## src/rtl/cbt_pkg.sv

```systemverilog
`timescale 1ns/1ps
// Shared types of the CAN bit timing unit.
package cbt_pkg;
    // Segment of the nominal bit that the current quantum belongs to.
    typedef enum logic [1:0] {
        SEG_SYNC = 2'd0,
        SEG_TS1  = 2'd1,
        SEG_TS2  = 2'd2
    } seg_e;
endpackage

```

## src/rtl/cbt_quantum_gen.sv

```systemverilog
`timescale 1ns/1ps
// Quantum divider: raises tick for one cycle out of every prescale+1.
// Assumes prescale is held stable outside reset.
module cbt_quantum_gen #(
    parameter int PRESC_W = 8
) (
    input  logic               clk,
    input  logic               rst_n,
    input  logic [PRESC_W-1:0] prescale,
    output logic               tick
);
    logic [PRESC_W-1:0] cnt_q;

    assign tick = (cnt_q >= prescale);

    // Free-running cycle counter that wraps at the programmed terminal value.
    always_ff @(posedge clk) begin
        if (!rst_n)     cnt_q <= '0;
        else if (tick)  cnt_q <= '0;
        else            cnt_q <= cnt_q + 1'b1;
    end

    // with a divider above 1 two ticks never touch
    a_r1_tick_gap: assert property (@(posedge clk) disable iff (!rst_n)
        (tick && prescale != '0) |=> !tick);
endmodule

```

## src/rtl/cbt_edge_watch.sv

```systemverilog
`timescale 1ns/1ps
// Line observer: samples the receive line once per quantum and flags a
// recessive-to-dominant change between two consecutive quantum samples.
// Assumes rx is already synchronous to clk.
module cbt_edge_watch (
    input  logic clk,
    input  logic rst_n,
    input  logic tick,
    input  logic rx,
    output logic fall_edge
);
    logic rx_tq_q;

    assign fall_edge = tick && rx_tq_q && !rx;

    // Remember the line level seen at the last quantum tick (recessive after reset).
    always_ff @(posedge clk) begin
        if (!rst_n)    rx_tq_q <= 1'b1;
        else if (tick) rx_tq_q <= rx;
    end
endmodule

```

## src/rtl/cbt_segment_ctrl.sv

```systemverilog
`timescale 1ns/1ps
// Segment sequencer: walks quanta through sync, first and second segment,
// applies hard sync and width-limited resync, and emits registered enables.
// Assumes the timing fields stay stable outside reset.
module cbt_segment_ctrl
    import cbt_pkg::*;
#(
    parameter int TSEG1_W = 4,
    parameter int TSEG2_W = 3,
    parameter int SJW_W   = 2,
    parameter int PHASE_W = 6
) (
    input  logic               clk,
    input  logic               rst_n,
    input  logic               tick,
    input  logic               fall_edge,
    input  logic               rx,
    input  logic [TSEG1_W-1:0] tseg1,
    input  logic [TSEG2_W-1:0] tseg2,
    input  logic [SJW_W-1:0]   sjw,
    input  logic               bus_idle,
    input  logic               hsync_en,
    output logic               tx_en,
    output logic               rx_en,
    output logic               rx_bit,
    output logic               hard_pulse,
    output logic               resync_pulse,
    output logic [PHASE_W-1:0] phase_err
);
    localparam int CNT_W = $clog2((1 << TSEG1_W) + (1 << SJW_W)) + 1;

    seg_e             seg_q, seg_d;
    logic [CNT_W-1:0] cnt_q, cnt_d;
    logic [CNT_W-1:0] ext_q, ext_d;
    logic [CNT_W-1:0] cut_q, cut_d;
    logic             lock_q, lock_d;
    logic             tx_d, rx_d;

    logic [CNT_W-1:0] t1_len_m1, t2_len_m1, jump_w;
    logic [CNT_W-1:0] mag_late, mag_early, jump_late, jump_early;
    logic [CNT_W-1:0] ext_eff, cut_eff, t1_end;
    logic [CNT_W:0]   span2;
    logic             do_hard, do_resync;
    logic [PHASE_W-1:0] e_meas;

    assign t1_len_m1  = CNT_W'(tseg1);
    assign t2_len_m1  = CNT_W'(tseg2);
    assign jump_w     = CNT_W'(sjw) + CNT_W'(1);
    assign mag_late   = cnt_q + CNT_W'(1);
    assign mag_early  = t2_len_m1 + CNT_W'(1) - cnt_q;
    assign jump_late  = (mag_late  < jump_w) ? mag_late  : jump_w;
    assign jump_early = (mag_early < jump_w) ? mag_early : jump_w;

    assign do_hard   = fall_edge && (bus_idle || hsync_en);
    assign do_resync = fall_edge && !do_hard && !lock_q && (seg_q != SEG_SYNC);

    assign ext_eff = (do_resync && seg_q == SEG_TS1) ? jump_late  : ext_q;
    assign cut_eff = (do_resync && seg_q == SEG_TS2) ? jump_early : cut_q;
    assign t1_end  = t1_len_m1 + ext_eff;
    assign span2   = {1'b0, cnt_q} + {1'b0, cut_eff};

    // Signed distance of the edge from the expected synchronization quantum.
    always_comb begin
        case (seg_q)
            SEG_TS1: e_meas = PHASE_W'(mag_late);
            SEG_TS2: e_meas = PHASE_W'(0) - PHASE_W'(mag_early);
            default: e_meas = '0;
        endcase
    end

    // Next quantum position, segment adjustment and enable requests.
    always_comb begin
        seg_d  = seg_q;
        cnt_d  = cnt_q;
        ext_d  = ext_q;
        cut_d  = cut_q;
        lock_d = lock_q;
        tx_d   = 1'b0;
        rx_d   = 1'b0;
        if (tick) begin
            if (do_hard) begin
                seg_d  = SEG_TS1;
                cnt_d  = '0;
                ext_d  = '0;
                cut_d  = '0;
                lock_d = 1'b1;
            end else begin
                case (seg_q)
                    SEG_SYNC: begin
                        seg_d = SEG_TS1;
                        cnt_d = '0;
                        ext_d = '0;
                    end
                    SEG_TS1: begin
                        if (cnt_q == t1_end) begin
                            seg_d  = SEG_TS2;
                            cnt_d  = '0;
                            ext_d  = '0;
                            cut_d  = '0;
                            lock_d = 1'b0;
                            rx_d   = 1'b1;
                        end else begin
                            cnt_d = cnt_q + CNT_W'(1);
                            ext_d = ext_eff;
                            if (do_resync) lock_d = 1'b1;
                        end
                    end
                    default: begin
                        if (do_resync) lock_d = 1'b1;
                        if (span2 > {1'b0, t2_len_m1}) begin
                            seg_d = SEG_TS1;
                            cnt_d = '0;
                            ext_d = '0;
                            cut_d = '0;
                            tx_d  = 1'b1;
                        end else if (span2 == {1'b0, t2_len_m1}) begin
                            seg_d = SEG_SYNC;
                            cnt_d = '0;
                            cut_d = '0;
                            tx_d  = 1'b1;
                        end else begin
                            cnt_d = cnt_q + CNT_W'(1);
                            cut_d = cut_eff;
                        end
                    end
                endcase
            end
        end
    end

    // Register the bit-grid state and the one-cycle outputs.
    always_ff @(posedge clk) begin
        if (!rst_n) begin
            seg_q        <= SEG_SYNC;
            cnt_q        <= '0;
            ext_q        <= '0;
            cut_q        <= '0;
            lock_q       <= 1'b0;
            tx_en        <= 1'b0;
            rx_en        <= 1'b0;
            rx_bit       <= 1'b0;
            hard_pulse   <= 1'b0;
            resync_pulse <= 1'b0;
            phase_err    <= '0;
        end else begin
            seg_q        <= seg_d;
            cnt_q        <= cnt_d;
            ext_q        <= ext_d;
            cut_q        <= cut_d;
            lock_q       <= lock_d;
            tx_en        <= tx_d;
            rx_en        <= rx_d;
            hard_pulse   <= do_hard;
            resync_pulse <= do_resync;
            if (rx_d)      rx_bit    <= rx;
            if (fall_edge) phase_err <= e_meas;
        end
    end

    // a bit start is only announced after a quantum tick
    a_r2_tx_after_tick: assert property (@(posedge clk) disable iff (!rst_n)
        tx_en |-> $past(tick));
    // a sample point is only announced after a quantum tick
    a_r3_rx_after_tick: assert property (@(posedge clk) disable iff (!rst_n)
        rx_en |-> $past(tick));
    // bit start and sample point never coincide
    a_r3_tx_rx_apart: assert property (@(posedge clk) disable iff (!rst_n)
        !(tx_en && rx_en));
    // hard sync and resync are exclusive
    a_r5_sync_exclusive: assert property (@(posedge clk) disable iff (!rst_n)
        !(hard_pulse && resync_pulse));
    // phase error only moves after a detected falling edge
    a_r6_phase_hold: assert property (@(posedge clk) disable iff (!rst_n)
        !$past(fall_edge) |-> $stable(phase_err));
    // a resync always follows a falling edge
    a_r7_resync_on_edge: assert property (@(posedge clk) disable iff (!rst_n)
        resync_pulse |-> $past(fall_edge));
endmodule

```

## src/rtl/cbt_bit_timing.sv

```systemverilog
`timescale 1ns/1ps
// CAN bit timing unit: quantum divider, line observer and segment sequencer.
// Assumes configuration changes only while rst_n is low.
module cbt_bit_timing #(
    parameter int PRESC_W = 8,
    parameter int TSEG1_W = 4,
    parameter int TSEG2_W = 3,
    parameter int SJW_W   = 2,
    parameter int PHASE_W = 6
) (
    input  logic               clk,
    input  logic               rst_n,
    input  logic [PRESC_W-1:0] cfg_prescale,
    input  logic [TSEG1_W-1:0] cfg_tseg1,
    input  logic [TSEG2_W-1:0] cfg_tseg2,
    input  logic [SJW_W-1:0]   cfg_sjw,
    input  logic               rx_line,
    input  logic               bus_idle,
    input  logic               hsync_en,
    output logic               tq_tick,
    output logic               tx_bit_en,
    output logic               rx_sample_en,
    output logic               rx_bit,
    output logic               hard_sync_pulse,
    output logic               resync_pulse,
    output logic [PHASE_W-1:0] phase_err
);
    logic fall_edge;

    cbt_quantum_gen #(.PRESC_W(PRESC_W)) u_quantum (
        .clk      (clk),
        .rst_n    (rst_n),
        .prescale (cfg_prescale),
        .tick     (tq_tick)
    );

    cbt_edge_watch u_edge (
        .clk       (clk),
        .rst_n     (rst_n),
        .tick      (tq_tick),
        .rx        (rx_line),
        .fall_edge (fall_edge)
    );

    cbt_segment_ctrl #(
        .TSEG1_W (TSEG1_W),
        .TSEG2_W (TSEG2_W),
        .SJW_W   (SJW_W),
        .PHASE_W (PHASE_W)
    ) u_segment (
        .clk          (clk),
        .rst_n        (rst_n),
        .tick         (tq_tick),
        .fall_edge    (fall_edge),
        .rx           (rx_line),
        .tseg1        (cfg_tseg1),
        .tseg2        (cfg_tseg2),
        .sjw          (cfg_sjw),
        .bus_idle     (bus_idle),
        .hsync_en     (hsync_en),
        .tx_en        (tx_bit_en),
        .rx_en        (rx_sample_en),
        .rx_bit       (rx_bit),
        .hard_pulse   (hard_sync_pulse),
        .resync_pulse (resync_pulse),
        .phase_err    (phase_err)
    );
endmodule

```

## config.mk

```make
export PLATFORM = sky130hd
export DESIGN_NAME = cbt_bit_timing
export DESIGN_NICKNAME = d
export VERILOG_FILES = /design/src/rtl/cbt_pkg.sv /design/src/rtl/cbt_quantum_gen.sv /design/src/rtl/cbt_edge_watch.sv /design/src/rtl/cbt_segment_ctrl.sv /design/src/rtl/cbt_bit_timing.sv
export SDC_FILE = /design/constraint.sdc
export NUM_CORES = 1
export LEC_CHECK = 0
export BUFFER_PORTS_ARGS = -buffer_cell sky130_fd_sc_hd__buf_2
export CAP_MARGIN = 20
export CORE_MARGIN = 3
export CORE_UTILIZATION = 45
export CTS_CLUSTER_SIZE = 12
export DETAILED_ROUTE_END_ITERATION = 10
export PLACE_DENSITY_LB_ADDON = 0.15
export SLEW_MARGIN = 20
export SYNTH_ARGS = -nofsm -noshare
export SYNTH_HDL_FRONTEND = slang
export SYNTH_HIERARCHICAL = 1
export SYNTH_SLANG_ARGS = --single-unit
```

## constraint.sdc

```tcl
create_clock -name clk -period 6.2 [get_ports clk]
set_input_delay 0.62 -clock clk [delete_from_list [all_inputs] [get_ports clk]]
set_output_delay 0.62 -clock clk [all_outputs]
set_load 0.1 [all_outputs]
```

## Yosys cells after proc, flatten, opt, wreduce, memory -nomap -nowiden

Index checks and enable logic that the tools add are counted.
W data, S select, Z words.

- Register bits after elaboration: 41
- Output and inout bits: 12
- Word-level logic and storage cells: 89

- $add $sub $neg: 8
- Magnitude comparators: 4
- Eq/ne operators: 6
- Muxes and demuxes: 34
- Bitwise logic cells: 2
- Reductions and logical operators: 22

Operator list:

| kind | count |
|---|---|
| $mux W6 | 15 |
| $pmux W6 S2 | 4 |
| $lt A6 B6 Y1 | 2 |
| $mux W1 | 9 |
| $add A8 B1 Y8 const B | 1 |
| $ge A8 B8 Y1 | 1 |
| $logic_and A1 B1 Y1 | 8 |
| $mux W2 | 4 |
| $add A6 B6 Y7 | 1 |
| $eq A7 B3 Y1 | 1 |
| $gt A7 B3 Y1 | 1 |
| $add A4 B6 Y6 | 1 |
| $add A6 B1 Y6 const B | 1 |
| $eq A6 B6 Y1 | 1 |
| $reduce_and A3 Y1 | 2 |
| $sub A1 B6 Y6 const A | 1 |
| $sub A6 B6 Y6 | 1 |
| $reduce_bool A5 Y1 | 1 |
| $reduce_or A5 Y1 | 1 |
| $add A3 B1 Y4 const B | 1 |
| $pmux W2 S2 | 1 |
| $reduce_and A2 Y1 | 2 |
| $reduce_bool A4 Y1 | 1 |
| $add A2 B1 Y3 const B | 1 |
| other kinds (11) | 14 |

## Logic depth before layout (Yosys ltp)

- Word-level depth: 16
- Gate-level depth with buffers: 23
- Mapped depth without buffers: 23

## By module

Netlist, hierarchy kept.

By module, submodules not included:

| module | instances | cells an instance | area each (sq um) | sequential area each (sq um) |
|---|---|---|---|---|
| cbt_segment_ctrl | 1 | 326 | 2,685.1 | 640.6 |
| cbt_quantum_gen | 1 | 58 | 525.5 | 160.2 |
| cbt_edge_watch | 1 | 4 | 43.8 | 20.0 |

## Worst setup path before layout

No wires, ideal clock.

- Kind: input -> register
- Start point: input cfg_prescale[3]
- End point: register u_segment.seg_q[0]
- Arrival: 7,675 ps
- Data required time: 6,090 ps
- Setup slack: -1,585 ps
- Cell stages on the path: 23
- Path buffers: 0
- Path through: inv_1 > ha_1 > o21a_1 > a21oi_1 > o31ai_1 > and3b_2 > nand2b_1 > nor4_1 > nand2_1 > nor2_1 > o21ai_0 > o311ai_2 > ha_1 > inv_1 > fa_1 > inv_1 > ha_1 > a21o_1 > a21o_1 > or3_1 > o21ai_0 > o211ai_1 > o41ai_1

- Cells in the longest elaborated chain, start to end: 15

RTL lines:

| what | RTL line | text |
|---|---|---|
| start, declared | cbt_bit_timing.sv:13 | `input logic [PRESC_W-1:0] cfg_prescale,` |
| $ge A8 B8 Y1 * | cbt_quantum_gen.sv:14 | `assign tick = (cnt_q >= prescale);` |
| via tq_tick | cbt_bit_timing.sv:20 | `output logic tq_tick,` |
| $logic_and A1 B1 Y1 * (2 in a row) | cbt_edge_watch.sv:14 | `assign fall_edge = tick && rx_tq_q && !rx;` |
| via fall_edge | cbt_bit_timing.sv:28 | `logic fall_edge;` |
| $logic_and A1 B1 Y1 | cbt_segment_ctrl.sv:54 | `assign do_hard = fall_edge && (bus_idle \|\| hsync_en);` |
| $logic_not A1 Y1 | cbt_segment_ctrl.sv:55 | `assign do_resync = fall_edge && !do_hard && !lock_q && (seg_q != SEG_SYNC);` |
| $logic_and A1 B1 Y1 (3 in a row) | cbt_segment_ctrl.sv:55 |  |
| $logic_and A1 B1 Y1 | cbt_segment_ctrl.sv:58 | `assign cut_eff = (do_resync && seg_q == SEG_TS2) ? jump_early : cut_q;` |
| $mux W6 | cbt_segment_ctrl.sv:58 |  |
| $add A6 B6 Y7 | cbt_segment_ctrl.sv:60 | `assign span2 = {1'b0, cnt_q} + {1'b0, cut_eff};` |
| $gt A7 B3 Y1 | cbt_segment_ctrl.sv:110 | `if (span2 > {1'b0, t2_len_m1}) begin` |
| $mux W2 | cbt_segment_ctrl.sv:110 |  |
| $pmux W2 S2 | cbt_segment_ctrl.sv:88 | `case (seg_q)` |
| $mux W2 | cbt_segment_ctrl.sv:81 | `if (do_hard) begin` |
| end signal, assigned | cbt_segment_ctrl.sv:146 | `seg_q <= seg_d;` |
| end, declared | cbt_segment_ctrl.sv:32 | `seg_e seg_q, seg_d;` |

Mark *: on every way through the listed nets, which the timed path passes. The rest lies on a longest branch.
A chain may end at the register's enable or synchronous reset.

## Worst setup path in the final report

- Start point: input cfg_prescale[3]
- End point: register u_segment.seg_q[0]

- Cells in the longest elaborated chain, start to end: 15

RTL lines:

| what | RTL line |
|---|---|
| $ge A8 B8 Y1 * | cbt_quantum_gen.sv:14 |
| $logic_and A1 B1 Y1 * (2 in a row) | cbt_edge_watch.sv:14 |
| via fall_edge | cbt_bit_timing.sv:28 |
| $logic_and A1 B1 Y1 | cbt_segment_ctrl.sv:54 |
| $logic_not A1 Y1 | cbt_segment_ctrl.sv:55 |
| $logic_and A1 B1 Y1 (3 in a row) | cbt_segment_ctrl.sv:55 |
| $logic_and A1 B1 Y1 | cbt_segment_ctrl.sv:58 |
| $mux W6 | cbt_segment_ctrl.sv:58 |
| $add A6 B6 Y7 | cbt_segment_ctrl.sv:60 |
| $gt A7 B3 Y1 | cbt_segment_ctrl.sv:110 |
| $mux W2 | cbt_segment_ctrl.sv:110 |
| $pmux W2 S2 | cbt_segment_ctrl.sv:88 |
| $mux W2 | cbt_segment_ctrl.sv:81 |

Marks and branches as above.

==> reports/results.ini <==
[min_path]
holdPathStages = 2
hp-class = register to register

[power]
intPower_w = 0.000433
seqPwrFrac = 0.461
leakage_nw = 1.68
ir_drop_v = 0.000137
power_density_mw_per_mm2 = 160
sw_frac_of_total = 0.252
p_sw_w = 0.000146
clkPwrFrac = 0.390
combPwrFrac = 0.150

[critical_path]
cp.required_ns = 6.39
path_cells = buf_2 -> inv_1 -> ha_1 -> o21a_1 -> a21oi_1 -> o31ai_4 -> and3b_2 -> nand2b_1 -> nor4_1 -> nand2_1 -> nor2_1 -> o21ai_0 -> o311ai_2 -> ha_1 -> inv_1 -> fa_1 -> inv_1 -> ha_1 -> a21o_1 -> a21o_1 -> or3_1 -> o21ai_0 -> o211ai_1 -> o41ai_1
crit_buf_inv = 4
critPathCaptureType = register
cp.arrival_ns = 5.90
criticalPathCategory = primary input to register
start_kind = primary input
crit_path_max_incr_delay_ns = 0.52
cp.depth = 24
cp_max_fo = 10
cp_top_family = compound AO/OA/AOI/OAI gates
reg2reg_depth = 22
slowest_stage = nor4_1

[timing]
post-route-min-period_ns = 5.71
slew_headroom = 0.539
tightestPinTransition_ns = 0.686
worst_slack_ns = 0.490
max_freq_ghz = 0.175
rsz0062_at_grt = no
hold_viol = 0
post-route-period-util = 0.921
skew_ns = 0.00640
setup_tns_ns = 0
drv_slew = 0
setup_viol_count_final = 0

[synth]
yosysTopAreaCellShare = 0.252
syn-instance-count = 388
synthArstFlopShare = 0
synth-xor-area-share = 0.0811
synthSimpleGateAreaFrac = 0.198
syn_avg_cell_area_um2 = 8.39
ys_seq_elements = 41
synth_mux_area_frac = 0.0219
synth_compound_area_frac = 0.224
netlist.top_cell.by_area = dfxtp_1
yosysSeqAreaShare = 0.252
ys_top_cells_by_area = dfxtp_1 (25%), ha_1 (15%), nor2_1 (4.5%)
ys.flop_type = dfxtp_1
synth_top_family_by_area = compound AO/OA/AOI/OAI gates
synth_enable_flop_cells = 0
ys_types = 63
syn_area_mm2 = 0.00325
syn_nets = 451
synth_fa_ha_area_frac = 0.165
ys.warnings.count = 6

[routing]
route.detailed.drc = 0
vias = 2804
firstDrtPassIters = 4
wl_met1_um = 3690
met2_wirelength_um = 3360
antenna_left = 0
maxUsedRoutingLayer = met4
routed_wirelength_um = 7510
wl_per_cell_um = 14.6
wl_met3_um = 372
viasPerCell = 5.44
drt_iter0_drc = 127

[job]
max_cap_viol_count = 0

[placement]
dp.cells = 507
dp_hpwl_um = 5900
pre_cts_ws_ns = 0.302
gp_congestion = 0.834
dpl_cell_area_mm2 = 0.00350
portBuffers = 33

[layout]
final_cell_area_mm2 = 0.00362
n_antenna_cell = 0
drive_gt1_frac = 0.129
syn_to_final_growth_pct = 11.3
utilization = 0.524
fillCellCount = 698
multi_input_area_mm2 = 0.00226
nets = 481
regArea_um2 = 821
fin_cells = 515

[outcome]
status = finished, final reports clean

[clock_network]
clk_pin_slew_ns = 0.08
numCtsBuffers = 5
clockBufferDepth = 2
htree_num_levels = 2
clock_latency_ns = 0.29
cts_hold_buf = 0
tritoncts = done
post_cts_buffers = 0
cts_resized = 0
clockRootBuffer = clkbuf_8
cts.sinks = 41

[floorplanning]
ios = 34
die_w_um = 91.0
dieArea_mm2 = 0.00829
rows = 30
initial_core_util = 0.471
die_height_um = 91.0
core_mm2 = 0.00691

[global_route]
grt_antenna_before_repair = 0
grt-ovfl-total = 0
grtUsageTotal = 0.187
grt_pass1_wl_um = 12800
grt_max_degree = 24
grt_pass1_vias = 2726

==> flip-flops by register name (all words and copies together), names as in the netlist <==
signal / cells
u_segment/hard_pulse: 1
u_segment/ext_q: 6
u_segment/seg_q: 2
u_segment/phase_err: 6
u_edge/rx_tq_q: 1
u_segment/rx_en: 1
u_segment/cnt_q: 6
u_segment/cut_q: 6
u_quantum/cnt_q: 8
u_segment/lock_q: 1
u_segment/tx_en: 1
u_segment/rx_bit: 1
u_segment/resync_pulse: 1
==> power by group through the flow <==
| stage | Combinational [W] | Sequential, W | Clock, W |
|---|---|---|---|
| after floorplan | 0.0000635 | 0.000273 | 0 |
| after global placement | 0.0000852 | 0.000273 | 0 |
| after detailed placement | 0.0000862 | 0.000273 | 0 |
| after CTS | 0.0000869 | 0.000267 | 0.000231 |
| after global routing | 0.0000994 | 0.000267 | 0.000243 |
| final | 0.0000867 | 0.000267 | 0.000226 |
==> metrics by stage <==
| step | hold WS [ns] | power [W] |
|---|---|---|
| floorplan | 0.405 | 0.000336 |
| CTS | 0.441 | 0.000585 |
| finish | 0.439 | 0.000579 |
| detailed placement | 0.426 | 0.000359 |
| global placement | 0.418 | 0.000358 |
| global route | 0.447 | 0.000610 |
==> kinds of logic after synthesis <==
kind of cell               count (synthesis)
xor gates and xnor gates                  27
and+or+nand+nor                          125
DFF                                       41
buffers and inverters                     47
muxes                                      7
AOI/OAI and AO/OA                        100
adders and majority gates                 41
==> placed cells by master (no fill, tap or decap), types with 3 or more instances in the layout <==
cell and count:
dfxtp_1 41, nor2_1 39, ha_1 38, inv_1 37, buf_2 33, nand2_1 24, a21oi_1 23, xnor2_1 16
o21ai_0 15, a21o_1 10, xor2_1 9, nand2b_1 8, nand3_1 7, a21boi_0 7, and2_1 7, clkbuf_8 6
mux2i_1 6, and3_1 6, nor3_1 6, o211ai_1 6, nor4_1 5, a22oi_1 5, nor2b_1 4, or3_1 3
o21a_1 3, a211oi_1 3, o2bb2ai_1 3, o211a_1 3, nand3b_1 3, fa_1 3
==> worst min-delay path: stages (launching register included) <==
cell	delay, ns
dfxtp_1	0.31
nand2_1	0.05
nor2_1	0.04
==> final cells by class <==
type / count / share of cell area
inverter: 37 / 0.0384
tap: 96 / 0.0332
timing repair buffer: 33 / 0.0456
clock buffer: 7 / 0.0238
clock inverter: 1 / 0.00829
multi-input combinational: 300 / 0.624
sequential: 41 / 0.227
==> routing by layer <==
metal | vias up | track usage
met2 | 61 | 0.307
met4 | 0 | 0.0465
met5 | - | 0
met1 | 1297 | 0.254
met3 | 8 | 0.0307
li1 | 1438 | -
==> Yosys cell counts (2+ instances only) <==
cell and number:
o21a_1 3, xor2_1 9, and2_1 7, xnor3_1 2
o211ai_1 6, or2_2 2, nand3_1 7, a21o_1 10
a22oi_1 5, a211oi_1 3, o211a_1 3, nor3_1 6
ha_1 38, a41o_1 2, dfxtp_1 41, or4_4 2
mux2i_1 6, o2bb2ai_1 3, nand3b_1 3, nor4_1 5
and3_1 6, nor2b_1 4, o21ai_0 15, o31ai_1 2
clkbuf_1 7, nand2_1 24, a32o_1 2, or4_1 2
fa_1 3, nor2_1 39, or3_1 3, inv_1 37
xnor2_1 16, a21oi_1 23, nand2b_1 8, a21boi_0 7
==> path summary, 6_finish.rpt <==
path	slack (ns)	start	to
min	0.44	u_segment/ext_q[3]	u_segment/ext_q[3]
min reg2reg	0.44	u_segment/ext_q[3]	u_segment/ext_q[3]
max	0.49	cfg_prescale[3]	u_segment/seg_q[0]
max reg2reg	0.55	u_quantum/cnt_q[3]	u_segment/seg_q[0]
Power figures use the tool's default switching activity.
